**src/rtl/rtc_alarm_pkg.sv**
```systemverilog
package rtc_alarm_pkg;

    localparam int unsigned ALM_DATA_W   = 8;
    localparam int unsigned ALM_FIELDS   = 4;
    localparam int unsigned ALM_DAY_IDX  = ALM_FIELDS - 1;
    localparam int unsigned ALM_ADDR_W   = $clog2(ALM_FIELDS);

    typedef logic [ALM_DATA_W-1:0] alm_byte_t;

    typedef enum logic [ALM_ADDR_W-1:0] {
        FLD_SEC  = 2'd0,
        FLD_MIN  = 2'd1,
        FLD_HOUR = 2'd2,
        FLD_DAY  = 2'd3
    } alm_field_e;

    // live timekeeping snapshot as presented by the clock core
    typedef struct packed {
        alm_byte_t sec;
        alm_byte_t min;
        alm_byte_t hour;
        alm_byte_t dow;
        alm_byte_t date;
    } rtc_now_t;

    // mask bit of any alarm byte is its top bit
    function automatic logic fld_masked(input alm_byte_t b);
        return b[ALM_DATA_W-1];
    endfunction

    // day/date selector sits just below the mask bit
    function automatic logic fld_day_sel(input alm_byte_t b);
        return b[ALM_DATA_W-2];
    endfunction

endpackage

```
**src/rtl/rtc_alarm_regs.sv**
```systemverilog
module rtc_alarm_regs
    import rtc_alarm_pkg::*;
#(
    parameter int unsigned NUM_REGS = ALM_FIELDS,
    parameter int unsigned DATA_W   = ALM_DATA_W,
    localparam int unsigned ADDR_W  = $clog2(NUM_REGS)
) (
    input  logic                           clk,
    input  logic                           rst,
    input  logic                           wr_en,
    input  logic [ADDR_W-1:0]              addr,
    input  logic [DATA_W-1:0]              wdata,
    output logic [DATA_W-1:0]              rdata,
    output logic [NUM_REGS-1:0][DATA_W-1:0] regs_o
);

    logic [NUM_REGS-1:0][DATA_W-1:0] regs_q;

    for (genvar g = 0; g < NUM_REGS; g++) begin : g_reg
        always_ff @(posedge clk) begin
            if (rst) begin
                regs_q[g] <= '0;
            end else if (wr_en && (addr == ADDR_W'(g))) begin
                regs_q[g] <= wdata;
            end
        end
    end

    assign rdata  = regs_q[addr];
    assign regs_o = regs_q;

endmodule

```
**src/rtl/rtc_alarm_field_cmp.sv**
```systemverilog
module rtc_alarm_field_cmp
    import rtc_alarm_pkg::*;
#(
    parameter int unsigned DATA_W  = ALM_DATA_W,
    parameter bit          HAS_SEL = 1'b0,
    localparam int unsigned CMP_W  = HAS_SEL ? DATA_W - 2 : DATA_W - 1
) (
    input  logic [DATA_W-1:0] alm_byte,
    input  logic [DATA_W-1:0] cur_a,
    input  logic [DATA_W-1:0] cur_b,
    output logic              hit
);

    logic masked;
    assign masked = fld_masked(alm_byte);

    if (HAS_SEL) begin : g_sel
        logic [CMP_W-1:0] cur_pick;
        logic             unused_sel;
        // selector 1 picks source a (day of week), 0 picks source b (date)
        assign cur_pick   = fld_day_sel(alm_byte) ? cur_a[CMP_W-1:0] : cur_b[CMP_W-1:0];
        assign hit        = masked | (alm_byte[CMP_W-1:0] == cur_pick);
        assign unused_sel = ^{cur_a[DATA_W-1:CMP_W], cur_b[DATA_W-1:CMP_W]};
    end else begin : g_plain
        logic unused_plain;
        assign hit          = masked | (alm_byte[CMP_W-1:0] == cur_a[CMP_W-1:0]);
        assign unused_plain = ^{cur_a[DATA_W-1:CMP_W], cur_b};
    end

endmodule

```
**src/rtl/rtc_alarm_flag.sv**
```systemverilog
module rtc_alarm_flag (
    input  logic clk,
    input  logic rst,
    input  logic tick,
    input  logic osc_en,
    input  logic hit_all,
    input  logic clr,
    output logic flag
);

    logic set_now;
    logic flag_q;

    assign set_now = tick & osc_en & hit_all;

    always_ff @(posedge clk) begin
        if (rst) begin
            flag_q <= 1'b0;
        end else if (set_now) begin
            flag_q <= 1'b1;
        end else if (clr) begin
            flag_q <= 1'b0;
        end
    end

    assign flag = flag_q;

endmodule

```
**src/rtl/rtc_alarm_match.sv**
```systemverilog
module rtc_alarm_match
    import rtc_alarm_pkg::*;
(
    input  logic                  clk,
    input  logic                  rst,
    input  logic [ALM_DATA_W-1:0] sec_i,
    input  logic [ALM_DATA_W-1:0] min_i,
    input  logic [ALM_DATA_W-1:0] hour_i,
    input  logic [ALM_DATA_W-1:0] dow_i,
    input  logic [ALM_DATA_W-1:0] date_i,
    input  logic                  reg_wr_en,
    input  logic [ALM_ADDR_W-1:0] reg_addr,
    input  logic [ALM_DATA_W-1:0] reg_wdata,
    output logic [ALM_DATA_W-1:0] reg_rdata,
    input  logic                  osc_en,
    input  logic                  flag_clr,
    input  logic                  tick,
    output logic                  alarm_flag
);

    rtc_now_t                            now;
    logic [ALM_FIELDS-1:0][ALM_DATA_W-1:0] alm_q;
    logic [ALM_FIELDS-1:0][ALM_DATA_W-1:0] live_a;
    logic [ALM_FIELDS-1:0][ALM_DATA_W-1:0] live_b;
    logic [ALM_FIELDS-1:0]                 fld_hit;
    logic                                  hit_all;

    assign now = '{sec: sec_i, min: min_i, hour: hour_i, dow: dow_i, date: date_i};

    always_comb begin
        live_a[FLD_SEC]  = now.sec;
        live_a[FLD_MIN]  = now.min;
        live_a[FLD_HOUR] = now.hour;
        live_a[FLD_DAY]  = now.dow;
        live_b           = live_a;
        live_b[FLD_DAY]  = now.date;
    end

    rtc_alarm_regs #(
        .NUM_REGS (ALM_FIELDS),
        .DATA_W   (ALM_DATA_W)
    ) u_regs (
        .clk    (clk),
        .rst    (rst),
        .wr_en  (reg_wr_en),
        .addr   (reg_addr),
        .wdata  (reg_wdata),
        .rdata  (reg_rdata),
        .regs_o (alm_q)
    );

    for (genvar f = 0; f < ALM_FIELDS; f++) begin : g_fld
        rtc_alarm_field_cmp #(
            .DATA_W  (ALM_DATA_W),
            .HAS_SEL (f == ALM_DAY_IDX)
        ) u_cmp (
            .alm_byte (alm_q[f]),
            .cur_a    (live_a[f]),
            .cur_b    (live_b[f]),
            .hit      (fld_hit[f])
        );
    end

    assign hit_all = &fld_hit;

    rtc_alarm_flag u_flag (
        .clk     (clk),
        .rst     (rst),
        .tick    (tick),
        .osc_en  (osc_en),
        .hit_all (hit_all),
        .clr     (flag_clr),
        .flag    (alarm_flag)
    );

endmodule

```
**config.mk**
```make
export PLATFORM = sky130hd
export DESIGN_NAME = rtc_alarm_match
export DESIGN_NICKNAME = d
export VERILOG_FILES = /design/src/rtl/rtc_alarm_pkg.sv /design/src/rtl/rtc_alarm_regs.sv /design/src/rtl/rtc_alarm_field_cmp.sv /design/src/rtl/rtc_alarm_flag.sv /design/src/rtl/rtc_alarm_match.sv
export SDC_FILE = /design/constraint.sdc
export NUM_CORES = 1
export LEC_CHECK = 0
export ABC_AREA = 1
export BUFFER_PORTS_ARGS = -buffer_cell sky130_fd_sc_hd__buf_2
export CORE_MARGIN = 4
export CORE_UTILIZATION = 44
export CTS_BUF_LIST = sky130_fd_sc_hd__clkbuf_16
export DETAILED_ROUTE_END_ITERATION = 16
export GPL_TIMING_DRIVEN = 1
export PLACE_DENSITY_LB_ADDON = 0.05
export SYNTH_ARGS = -nofsm -noshare
export SYNTH_HDL_FRONTEND = slang
export SYNTH_SLANG_ARGS = --single-unit
export TNS_END_PERCENT = 5
```
**constraint.sdc**
```tcl
create_clock -name clk -period 2.9 [get_ports clk]
set_clock_uncertainty 0.15 [all_clocks]
set_input_delay 0.435 -clock clk [delete_from_list [all_inputs] [get_ports clk]]
set_output_delay 0.435 -clock clk [all_outputs]
set_load 0.02 [all_outputs]
```
## Word level (Yosys, flattened, before mapping)

Index checks and enable logic that the tools add are counted.

- Register bits after elaboration: 33
- Latch bits: 0
- Memory bits (writable): 0
- Memory bits (read-only): 0
- Bits of input ports: 56
- Output and inout port bits: 9
- Memories kept: 0

- Add/sub/neg operators: 0
- Multipliers: 0
- Divide/modulo/power cells: 0
- Magnitude comparators: 1
- Equality and inequality tests: 7
- Shifts and indexed selects: 0
- Muxes and demuxes: 5
- Bitwise gates (word level): 6
- Reduce and logical (&&, ||, !) cells: 7

Operators by type and width:

| operator | number |
|---|---|
| $eq 7x7->1 | 3 |
| $bmux 8 s2 | 1 |
| $mux 8 | 1 |
| $eq 6x6->1 | 1 |
| $mux 6 | 1 |
| $eq 2x2->1 const B | 2 |
| $logic_and 1x1->1 | 4 |
| $or 1x1->1 | 4 |
| $reduce_and 4->1 | 1 |
| $lt 2x3->1 const B | 1 |
| $and 1x1->1 | 2 |
| $eq 2x1->1 const B | 1 |
| $logic_not 2->1 | 1 |
| $mux 1 | 2 |
| $reduce_bool 2->1 | 1 |

## Longest topological paths before layout

Gate-level depths: netlist (run 1).

- Word-level depth: 6
- Mapped depth: 11
- Gate-level depth less buffers: 11

## Cells and area by module

Synthesis (run 1) repeated with hierarchy kept, for this count alone.

- Cells, all modules: 425
- Area, all modules: 2421.1 um2

Modules (own cells, without submodules):

| module | instances | cells each | area an instance (um2) | seq. area each (um2) |
|---|---|---|---|---|
| rtc_alarm_regs | 1 | 253 | 1680.4 | 640.6 |
| rtc_alarm_field_cmp (g_fld[0].u_cmp ...) | 3 | 35 | 141.4 | 0.0 |
| rtc_alarm_field_cmp (g_fld[3].u_cmp) | 1 | 59 | 264.0 | 0.0 |
| rtc_alarm_flag | 1 | 5 | 41.3 | 20.0 |
| rtc_alarm_match | 1 | 3 | 11.3 | 0.0 |

## Least setup slack after synthesis (run 1)

Ideal clock, no wire load.

- Path kind: input-to-output
- Start point: in reg_addr[1]
- End point: out reg_rdata[4]
- Data arrival time: 0.993 ns
- Slack: 1.322 ns
- Cell stages on the path: 2
- Path buffers: 0
- Path through: nand2_1 o2111ai_1

- Word-level cells in the longest chain between the ends: 2

Ends and longest elaborated chain:

| what | line | text |
|---|---|---|
| from (decl) | rtc_alarm_match.sv:12 | `input logic [ALM_ADDR_W-1:0] reg_addr,` |
| $bmux 8 s2 | rtc_alarm_regs.sv:29 | `assign rdata = regs_q[addr];` |
| $mux 8 (implied by the code) | rtc_alarm_regs.sv:29 |  |
| to (decl) | rtc_alarm_match.sv:14 | `output logic [ALM_DATA_W-1:0] reg_rdata,` |

Every way passes these cells. The select of a mux whose other input is x is not followed.

## Final worst setup path (run 1)

- Start point: in reg_addr[0]
- End point: out reg_rdata[3]

Same word-level chain as after synthesis.

==> results of run 1 <==
==> kinds of logic after synthesis <==
| logic type | synth area share |
|---|---|
| AO/OA/AOI/OAI | 0.217 |
| XOR/XNOR | 0.0304 |
| buffers and inverters | 0.119 |
| flip-flops | 0.328 |
| AND/OR/NAND/NOR | 0.306 |
==> area by class of cell <==
class	count	share of cell area
multi-input combinational	208	0.456
sequential	33	0.270
timing repair buffer	57	0.117
inverter	50	0.0767
clock buffer	5	0.0511
tap	52	0.0266
clock inverter	2	0.00307
==> synthesized netlist by cell type (2+ instances only) <==
cell / n / area (um^2)
o221ai_1: 7 / 61.3
inv_1: 47 / 176
a21oi_1: 6 / 30.0
buf_6: 2 / 22.5
inv_2: 3 / 11.3
nor2_1: 36 / 135
a22oi_1: 7 / 52.6
xor2_1: 2 / 17.5
a211oi_1: 14 / 105
dfxtp_1: 33 / 661
nand2_2: 3 / 18.8
nand3_1: 11 / 55.1
buf_2: 2 / 10.0
clkbuf_1: 3 / 11.3
xnor2_1: 5 / 43.8
nand2_1: 97 / 364
nor2_4: 2 / 22.5
a211oi_2: 14 / 175
==> flip-flops by register name, summed over array words and instances, names as in the netlist <==
register and count:
u_regs.regs_o 32, u_flag.flag 1
==> metrics by stage <==
stage / utilization / setup WS [ns] / cell area (um^2) / hold slack [ns]
2_1_floorplan: - / 1.32 / 2020 / 0.304
3_3_place_gp: 0.528 / 1.00 / 2310 / 0.303
3_5_place_dp: 0.528 / 0.986 / 2310 / 0.308
4_1_cts: 0.558 / 0.983 / 2450 / 0.261
5_1_grt: 0.558 / 0.890 / 2450 / 0.285
6_report: 0.558 / 0.945 / 2450 / 0.265
==> power groups by stage <==
stage                     combinational, mW  clock (mW)  sequential [mW]
final                                 0.206       0.478            0.493
after global routing                  0.233       0.513            0.495
after CTS                             0.207       0.488            0.493
after detailed placement              0.206           0            0.502
after global placement                0.203           0            0.502
after floorplan                       0.134           0            0.497
==> cell usage in the layout, fill, tap and decap left out, types with 2 or more instances in the layout <==
cell / synthesis / layout
a211oi_1: 14 / 14
a211oi_2: 14 / 14
a21oi_1: 6 / 6
a22oi_1: 7 / 7
buf_2: 2 / 57
clkbuf_16: 0 / 5
dfxtp_1: 33 / 33
inv_1: 47 / 48
inv_2: 3 / 3
nand2_1: 97 / 97
nand2_2: 3 / 3
nand3_1: 11 / 11
nor2_1: 36 / 36
nor2_4: 2 / 2
o221ai_1: 7 / 7
xnor2_1: 5 / 5
xor2_1: 2 / 2
==> layer usage <==
layer,vias up,GRT usage,wire [um]
li1,1070,-,-
met1,852,0.260,2410
met2,65,0.319,2430
met3,6,0.0422,390
met4,0,0.0660,102
met5,-,0,0
==> worst max-delay path: stages <==
cell and delay (ns):
buf_2 0.14, inv_2 0.10, nor2_4 0.07, a22oi_1 0.24, o221ai_1 0.19, buf_2 0.19
==> worst paths after layout <==
path / to / slack [ns] / cells after the start / from
worst max-delay path: reg_rdata[3] / 0.95 / 6 / reg_addr[0]
worst min register to register: u_flag.flag / 0.31 / 2 / u_flag.flag
worst max register to register: u_flag.flag / 1.36 / 10 / u_regs.regs_o[30]
worst min-delay path: u_flag.flag / 0.27 / 4 / flag_clr
==> impl_results.html, run 1 <==
<table>
<tr><th>Metric</th><th>Value</th></tr>
<tr><th colspan="2">Power and ir drop</th></tr>
<tr><td>VDD IR-drop max</td><td>0.218 mV</td></tr>
<tr><td>Power density normalized to cell area</td><td>481 nW/um^2</td></tr>
<tr><td>Sum of internal, switching and leakage power</td><td>1.18 mW</td></tr>
<tr><td>Switching Fraction</td><td>0.266</td></tr>
<tr><td>Part of the power in the clock network</td><td>0.406</td></tr>
<tr><td>Share of power burned in registers</td><td>0.419</td></tr>
<tr><td>Switching power</td><td>roughly 0.31 mW</td></tr>
<tr><td>Combinational fraction of design power</td><td>0.175</td></tr>
<tr><td>Static Leak</td><td>between 1 and 1.5 nW</td></tr>
<tr><td>Internal Dissipation</td><td>0.864 mW</td></tr>
<tr><th colspan="2">STA</th></tr>
<tr><td>Slew at the pin closest to its max-slew limit</td><td>~0.77 ns</td></tr>
<tr><td>Max-slew headroom</td><td>0.487</td></tr>
<tr><td>Share of the cycle needed by the critical path after routing</td><td>0.674</td></tr>
<tr><td>Peak clock frequency supported by timing</td><td>approximately 500 MHz</td></tr>
<tr><td>Setup violations, final</td><td>0</td></tr>
<tr><td>Max-slew violation total from the final report</td><td>0</td></tr>
<tr><td>Number of hold-slack violations in the final timing report</td><td>0</td></tr>
<tr><td>Post-route minimum period</td><td>roughly 2 ns</td></tr>
<tr><td>Unrepaired setup endpoints after global routing</td><td>no</td></tr>
<tr><td>Setup TNS</td><td>0 ns</td></tr>
<tr><th colspan="2">Placement</th></tr>
<tr><td>Number of instances in the placed design</td><td>400</td></tr>
<tr><td>Buffers on Ports</td><td>57</td></tr>
<tr><td>Final estimated routing congestion in global placement</td><td>between 0.8 and 0.9</td></tr>
<tr><td>Placed wire-length estimate after detailed placement</td><td>just over 4 mm</td></tr>
<tr><th colspan="2">Critical path</th></tr>
<tr><td>Arrival time worst endpoint</td><td>~1.4 ns</td></tr>
<tr><td>Worst Setup Start Kind</td><td>input pin</td></tr>
<tr><td>Capturing element type of the critical path</td><td>output port</td></tr>
<tr><td>Data required time of the worst path</td><td>2.32 ns</td></tr>
<tr><td>Worst-path maximum fanout</td><td>10</td></tr>
<tr><td>Classification of the worst setup path</td><td>input pin to output port</td></tr>
<tr><th colspan="2">Die</th></tr>
<tr><td>Chip width</td><td>between 70 and 80 um</td></tr>
<tr><td>Initial Utilization</td><td>0.460</td></tr>
<tr><td>Cell Rows</td><td>24</td></tr>
<tr><td>Die Outline Area</td><td>5730 um^2</td></tr>
<tr><td>Die Height</td><td>around 76 um</td></tr>
<tr><td>Core region area</td><td>4380 um^2</td></tr>
<tr><td>Top-Level Pins</td><td>65</td></tr>
<tr><th colspan="2">Layout</th></tr>
<tr><td>Total Nets Final</td><td>about 410</td></tr>
<tr><td>Final-layout fill cell count</td><td>approximately 460</td></tr>
<tr><td>ANT cells</td><td>0</td></tr>
<tr><td>Area growth from synthesis to layout</td><td>21.4%</td></tr>
<tr><td>Proportion of layout cells with a drive suffix above 1</td><td>0.242</td></tr>
<tr><td>Layout Cells excl Fill</td><td>between 400 and 500</td></tr>
<tr><td>Register Area</td><td>approximately 660 um^2</td></tr>
<tr><td>Combined area of the multi-input logic cells</td><td>roughly 1100 um^2</td></tr>
<tr><th colspan="2">Logic synthesis</th></tr>
<tr><td>Synth Net Count</td><td>roughly 360</td></tr>
<tr><td>Number of synthesized flops with an enable pin</td><td>0</td></tr>
<tr><td>Sequential area share after synthesis</td><td>0.328</td></tr>
<tr><td>Netlist area before placement</td><td>between 2000 and 2500 um^2</td></tr>
<tr><td>Yosys synthesis warning count</td><td>0</td></tr>
<tr><td>Library cells used by synthesis</td><td>23</td></tr>
<tr><td>Number of instances in the synthesized netlist</td><td>299</td></tr>
<tr><td>Mean area per synthesized cell</td><td>about 6.7 um^2</td></tr>
<tr><td>Ys async rst share</td><td>0</td></tr>
<tr><td>Synth Flop Type</td><td>dfxtp_1</td></tr>
<tr><td>Total of flip-flops plus latches after synthesis</td><td>33</td></tr>
<tr><th colspan="2">Detailed routing</th></tr>
<tr><td>Number of antenna-violating nets in the routed design</td><td>0</td></tr>
<tr><td>Vias per cell</td><td>between 4 and 5</td></tr>
<tr><td>Total length of routed wires</td><td>roughly 5.3 mm</td></tr>
<tr><td>Total number of vias</td><td>between 1,500 and 2,000</td></tr>
<tr><td>Routed wirelength normalized by instance count</td><td>between 10 and 15 um</td></tr>
<tr><td>TritonRoute pass-1 iters</td><td>4</td></tr>
<tr><td>DRC marker count from the first detailed-route iteration</td><td>106</td></tr>
<tr><td>Residual DRC count</td><td>0</td></tr>
<tr><th colspan="2">Clocking</th></tr>
<tr><td>Clock transition at path regs</td><td>0.05 ns</td></tr>
<tr><td>Worst-case clock buffer depth</td><td>2</td></tr>
<tr><td>Worst skew pair latency</td><td>0.27 ns</td></tr>
<tr><td>Total setup buffers inserted after CTS</td><td>0</td></tr>
<tr><td>CTS root buffer</td><td>clkbuf_16</td></tr>
<tr><td>CTS tree</td><td>yes</td></tr>
<tr><td>H-tree depth reported by CTS</td><td>2</td></tr>
<tr><td>Resized Gates After CTS</td><td>0</td></tr>
<tr><td>Number of buffers inserted by hold repair at cts</td><td>0</td></tr>
<tr><td>Clock Sink Count</td><td>33</td></tr>
<tr><td>Clock buffer count from CTS</td><td>5</td></tr>
<tr><th colspan="2">Run status</th></tr>
<tr><td>Run status</td><td>finished clean</td></tr>
<tr><th colspan="2">Global route</th></tr>
<tr><td>GR Util All Layers</td><td>0.197</td></tr>
<tr><td>Wire length of the first global-routing pass</td><td>between 8 and 9 mm</td></tr>
<tr><td>Maximum number of pins on one net before global-route repair</td><td>34</td></tr>
<tr><td>Initial antenna violation count</td><td>0</td></tr>
<tr><td>Vias in the first global route</td><td>about 1,700</td></tr>
<tr><td>Total overflow reported by the global router</td><td>0</td></tr>
<tr><th colspan="2">Worst hold path</th></tr>
<tr><td>Hold WC Path Type</td><td>input pin to register</td></tr>
<tr><th colspan="2">Job</th></tr>
<tr><td>Maximum Capacitance Violations</td><td>0</td></tr>
</table>
Power figures use the tool's default switching activity.
==> run 2: changes to the inputs <==
==> constraint.sdc (replaced) <==
create_clock -name clk -period 1.64 [get_ports clk]
set_clock_uncertainty 0.15 [all_clocks]
set_input_delay 0.246 -clock clk [delete_from_list [all_inputs] [get_ports clk]]
set_output_delay 0.246 -clock clk [all_outputs]
set_load 0.02 [all_outputs]
==> impl_results.html, run 2 (synthesized netlist as in run 1, its figures left out) <==
<table>
<tr><th>Metric</th><th>Value</th></tr>
<tr><th colspan="2">Worst hold path</th></tr>
<tr><td>Hold WC Path Type</td><td>input pin to register</td></tr>
<tr><th colspan="2">Detailed routing</th></tr>
<tr><td>Vias per cell</td><td>4.85 (-0.93%)</td></tr>
<tr><td>Residual DRC count</td><td>0 (unchanged)</td></tr>
<tr><td>Number of antenna-violating nets in the routed design</td><td>0 (unchanged)</td></tr>
<tr><td>Total length of routed wires</td><td>5.40 mm (+1.5%)</td></tr>
<tr><td>DRC marker count from the first detailed-route iteration</td><td>126 (+19%)</td></tr>
<tr><td>Routed wirelength normalized by instance count</td><td>13.2 um (+0.76%)</td></tr>
<tr><td>TritonRoute pass-1 iters</td><td>4 (unchanged)</td></tr>
<tr><td>Total number of vias</td><td>1,989 (-0.20%)</td></tr>
<tr><th colspan="2">Global route</th></tr>
<tr><td>Total overflow reported by the global router</td><td>0 (unchanged)</td></tr>
<tr><td>Initial antenna violation count</td><td>0 (unchanged)</td></tr>
<tr><td>Wire length of the first global-routing pass</td><td>8.42 mm (+2.4%)</td></tr>
<tr><td>Maximum number of pins on one net before global-route repair</td><td>17 (-50%)</td></tr>
<tr><td>Vias in the first global route</td><td>1,715 (-0.41%)</td></tr>
<tr><td>GR Util All Layers</td><td>0.205 (+0.00770)</td></tr>
<tr><th colspan="2">Critical path</th></tr>
<tr><td>Worst Setup Start Kind</td><td>register</td></tr>
<tr><td>Classification of the worst setup path</td><td>register to output port</td></tr>
<tr><td>Data required time of the worst path</td><td>1.24 ns (-1.08 ns)</td></tr>
<tr><td>Worst-path maximum fanout</td><td>3 (-7)</td></tr>
<tr><td>Capturing element type of the critical path</td><td>output port</td></tr>
<tr><td>Arrival time worst endpoint</td><td>1.19 ns (-0.18 ns)</td></tr>
<tr><th colspan="2">Layout</th></tr>
<tr><td>Commonest cells after routing, fill and taps aside</td><td>nand2_1, buf_2, inv_1, nor2_1, dfxtp_1</td></tr>
<tr><td>Fin area</td><td>2510 um^2 (+2.7%)</td></tr>
<tr><td>ANT cells</td><td>0 (unchanged)</td></tr>
<tr><td>Most common cell after layout, fill and taps aside</td><td>nand2_1</td></tr>
<tr><td>Layout Cells excl Fill</td><td>410 (+0.74%)</td></tr>
<tr><td>Post-Route Utilization</td><td>0.573 (+0.0151)</td></tr>
<tr><td>Area growth from synthesis to layout</td><td>24.7%</td></tr>
<tr><td>Final-layout fill cell count</td><td>438 (-5.4%)</td></tr>
<tr><td>Proportion of layout cells with a drive suffix above 1</td><td>0.265 (+0.0231)</td></tr>
<tr><td>Total Nets Final</td><td>414 (+0.73%)</td></tr>
<tr><td>Max reg flops</td><td>32 (unchanged)</td></tr>
<tr><th colspan="2">Clocking</th></tr>
<tr><td>H-tree depth reported by CTS</td><td>2 (unchanged)</td></tr>
<tr><td>Clock Sink Count</td><td>33 (unchanged)</td></tr>
<tr><td>Worst skew pair latency</td><td>0.27 ns (about the same)</td></tr>
<tr><td>CTS root buffer</td><td>clkbuf_16</td></tr>
<tr><td>Worst-case clock buffer depth</td><td>2 (unchanged)</td></tr>
<tr><td>CTS tree</td><td>yes</td></tr>
<tr><td>Clock buffer count from CTS</td><td>5 (unchanged)</td></tr>
<tr><td>Number of buffers inserted by hold repair at cts</td><td>0 (unchanged)</td></tr>
<tr><td>Clock transition at path regs</td><td>0.05 ns (about the same)</td></tr>
<tr><th colspan="2">Power and ir drop</th></tr>
<tr><td>Power density normalized to cell area</td><td>835 nW/um^2 (+74%)</td></tr>
<tr><td>Static Leak</td><td>1.22 nW (+1.9%)</td></tr>
<tr><td>VDD IR-drop max</td><td>0.472 mV (+120%)</td></tr>
<tr><th colspan="2">STA</th></tr>
<tr><td>Slew at the pin closest to its max-slew limit</td><td>0.338 ns (-0.431 ns)</td></tr>
<tr><td>Final worst hold slack</td><td>0.0707 ns (-0.195 ns)</td></tr>
<tr><td>Unrepaired setup endpoints after global routing</td><td>no</td></tr>
<tr><td>Setup violations, final</td><td>0 (unchanged)</td></tr>
<tr><td>Share of the cycle needed by the critical path after routing</td><td>0.969</td></tr>
<tr><td>Max-slew violation total from the final report</td><td>0 (unchanged)</td></tr>
<tr><td>Max-slew headroom</td><td>0.775 (+0.288)</td></tr>
<tr><td>Post-route minimum period</td><td>1.59 ns</td></tr>
<tr><td>Setup TNS</td><td>0 ns (unchanged)</td></tr>
<tr><td>Number of hold-slack violations in the final timing report</td><td>0 (unchanged)</td></tr>
<tr><td>Peak clock frequency supported by timing</td><td>629 MHz</td></tr>
<tr><th colspan="2">Die</th></tr>
<tr><td>Core region area</td><td>4380 um^2 (unchanged)</td></tr>
<tr><td>Chip width</td><td>75.7 um (unchanged)</td></tr>
<tr><td>Die Height</td><td>75.7 um (unchanged)</td></tr>
<tr><td>Initial Utilization</td><td>0.460 (unchanged)</td></tr>
<tr><td>Top-Level Pins</td><td>65 (unchanged)</td></tr>
<tr><td>Die Outline Area</td><td>5730 um^2 (unchanged)</td></tr>
<tr><td>Cell Rows</td><td>24 (unchanged)</td></tr>
<tr><th colspan="2">Placement</th></tr>
<tr><td>Instance area at placement</td><td>2350 um^2 (+1.5%)</td></tr>
<tr><td>Number of instances in the placed design</td><td>403 (+0.75%)</td></tr>
<tr><td>Placed wire-length estimate after detailed placement</td><td>4.20 mm (+2.1%)</td></tr>
<tr><td>Buffers on Ports</td><td>57 (unchanged)</td></tr>
<tr><td>Final estimated routing congestion in global placement</td><td>0.880 (+1.6%)</td></tr>
<tr><th colspan="2">Run status</th></tr>
<tr><td>Run status</td><td>finished clean</td></tr>
<tr><th colspan="2">Job</th></tr>
<tr><td>Maximum Capacitance Violations</td><td>0 (unchanged)</td></tr>
</table>
run 2: cell types whose count changed in the layout (fill, tap and decap cells not counted), sizes merged:
cell  previous run  this run
buf             57        60
run 2: worst max-delay path: stages, from the launching register on:
cell and delay [ns]:
dfxtp_1 0.33, a22oi_1 0.26, o221ai_2 0.14, buf_4 0.18
run 2: path summary, 6_finish.rpt:
check | from | end | slack (ns) | cells after the start
worst min-delay path | flag_clr | u_flag.flag | 0.07 | 4
worst max-delay path | u_regs.regs_o[6] | reg_rdata[6] | 0.05 | 3
worst max register to register | u_regs.regs_o[11] | u_flag.flag | 0.18 | 10
worst min register to register | u_flag.flag | u_flag.flag | 0.31 | 2
run 2: area by class of cell:
| cell class | instances | area [um^2] | share of cell area |
|---|---|---|---|
| multi-input combinational | 208 | 1140 | 0.455 |
| clock inverter | 2 | 7.51 | 0.00299 |
| sequential | 33 | 662 | 0.263 |
| timing repair buffer | 60 | 323 | 0.128 |
| tap | 52 | 65.1 | 0.0259 |
| inverter | 50 | 188 | 0.0747 |
| clock buffer | 5 | 125 | 0.0498 |
run 2: stage by stage:
stage | setup slack (ns) | power [mW]
6_report | 0.0508 | 2.10
5_1_grt | 0.00278 | 2.22
4_1_cts | 0.0382 | 2.11
3_5_place_dp | 0.113 | 1.26
3_3_place_gp | 0.115 | 1.26
2_1_floorplan | 0.342 | 1.11
run 2: repair_timing:
action | CTS | global route
buffers inserted | 0 | 0
endpoints found under the setup margin | 1 | 4
gates resized for setup | 1 | 6
endpoints found under the hold margin | 0 | 0
run 2: report_power, final:
group	switching [mW]	internal, mW
Clock	0.306	0.541
Combinational	0.227	0.154
Sequential	0.0295	0.843
Total	0.562	1.54
run 2: routing by layer:
metal | GRT usage | up-vias | share of wire
met4 | 0.0524 | 0 | 0.012
met5 | 0 | - | 0
met2 | 0.332 | 63 | 0.48
met3 | 0.0409 | 7 | 0.076
li1 | - | 1076 | -
met1 | 0.279 | 843 | 0.44
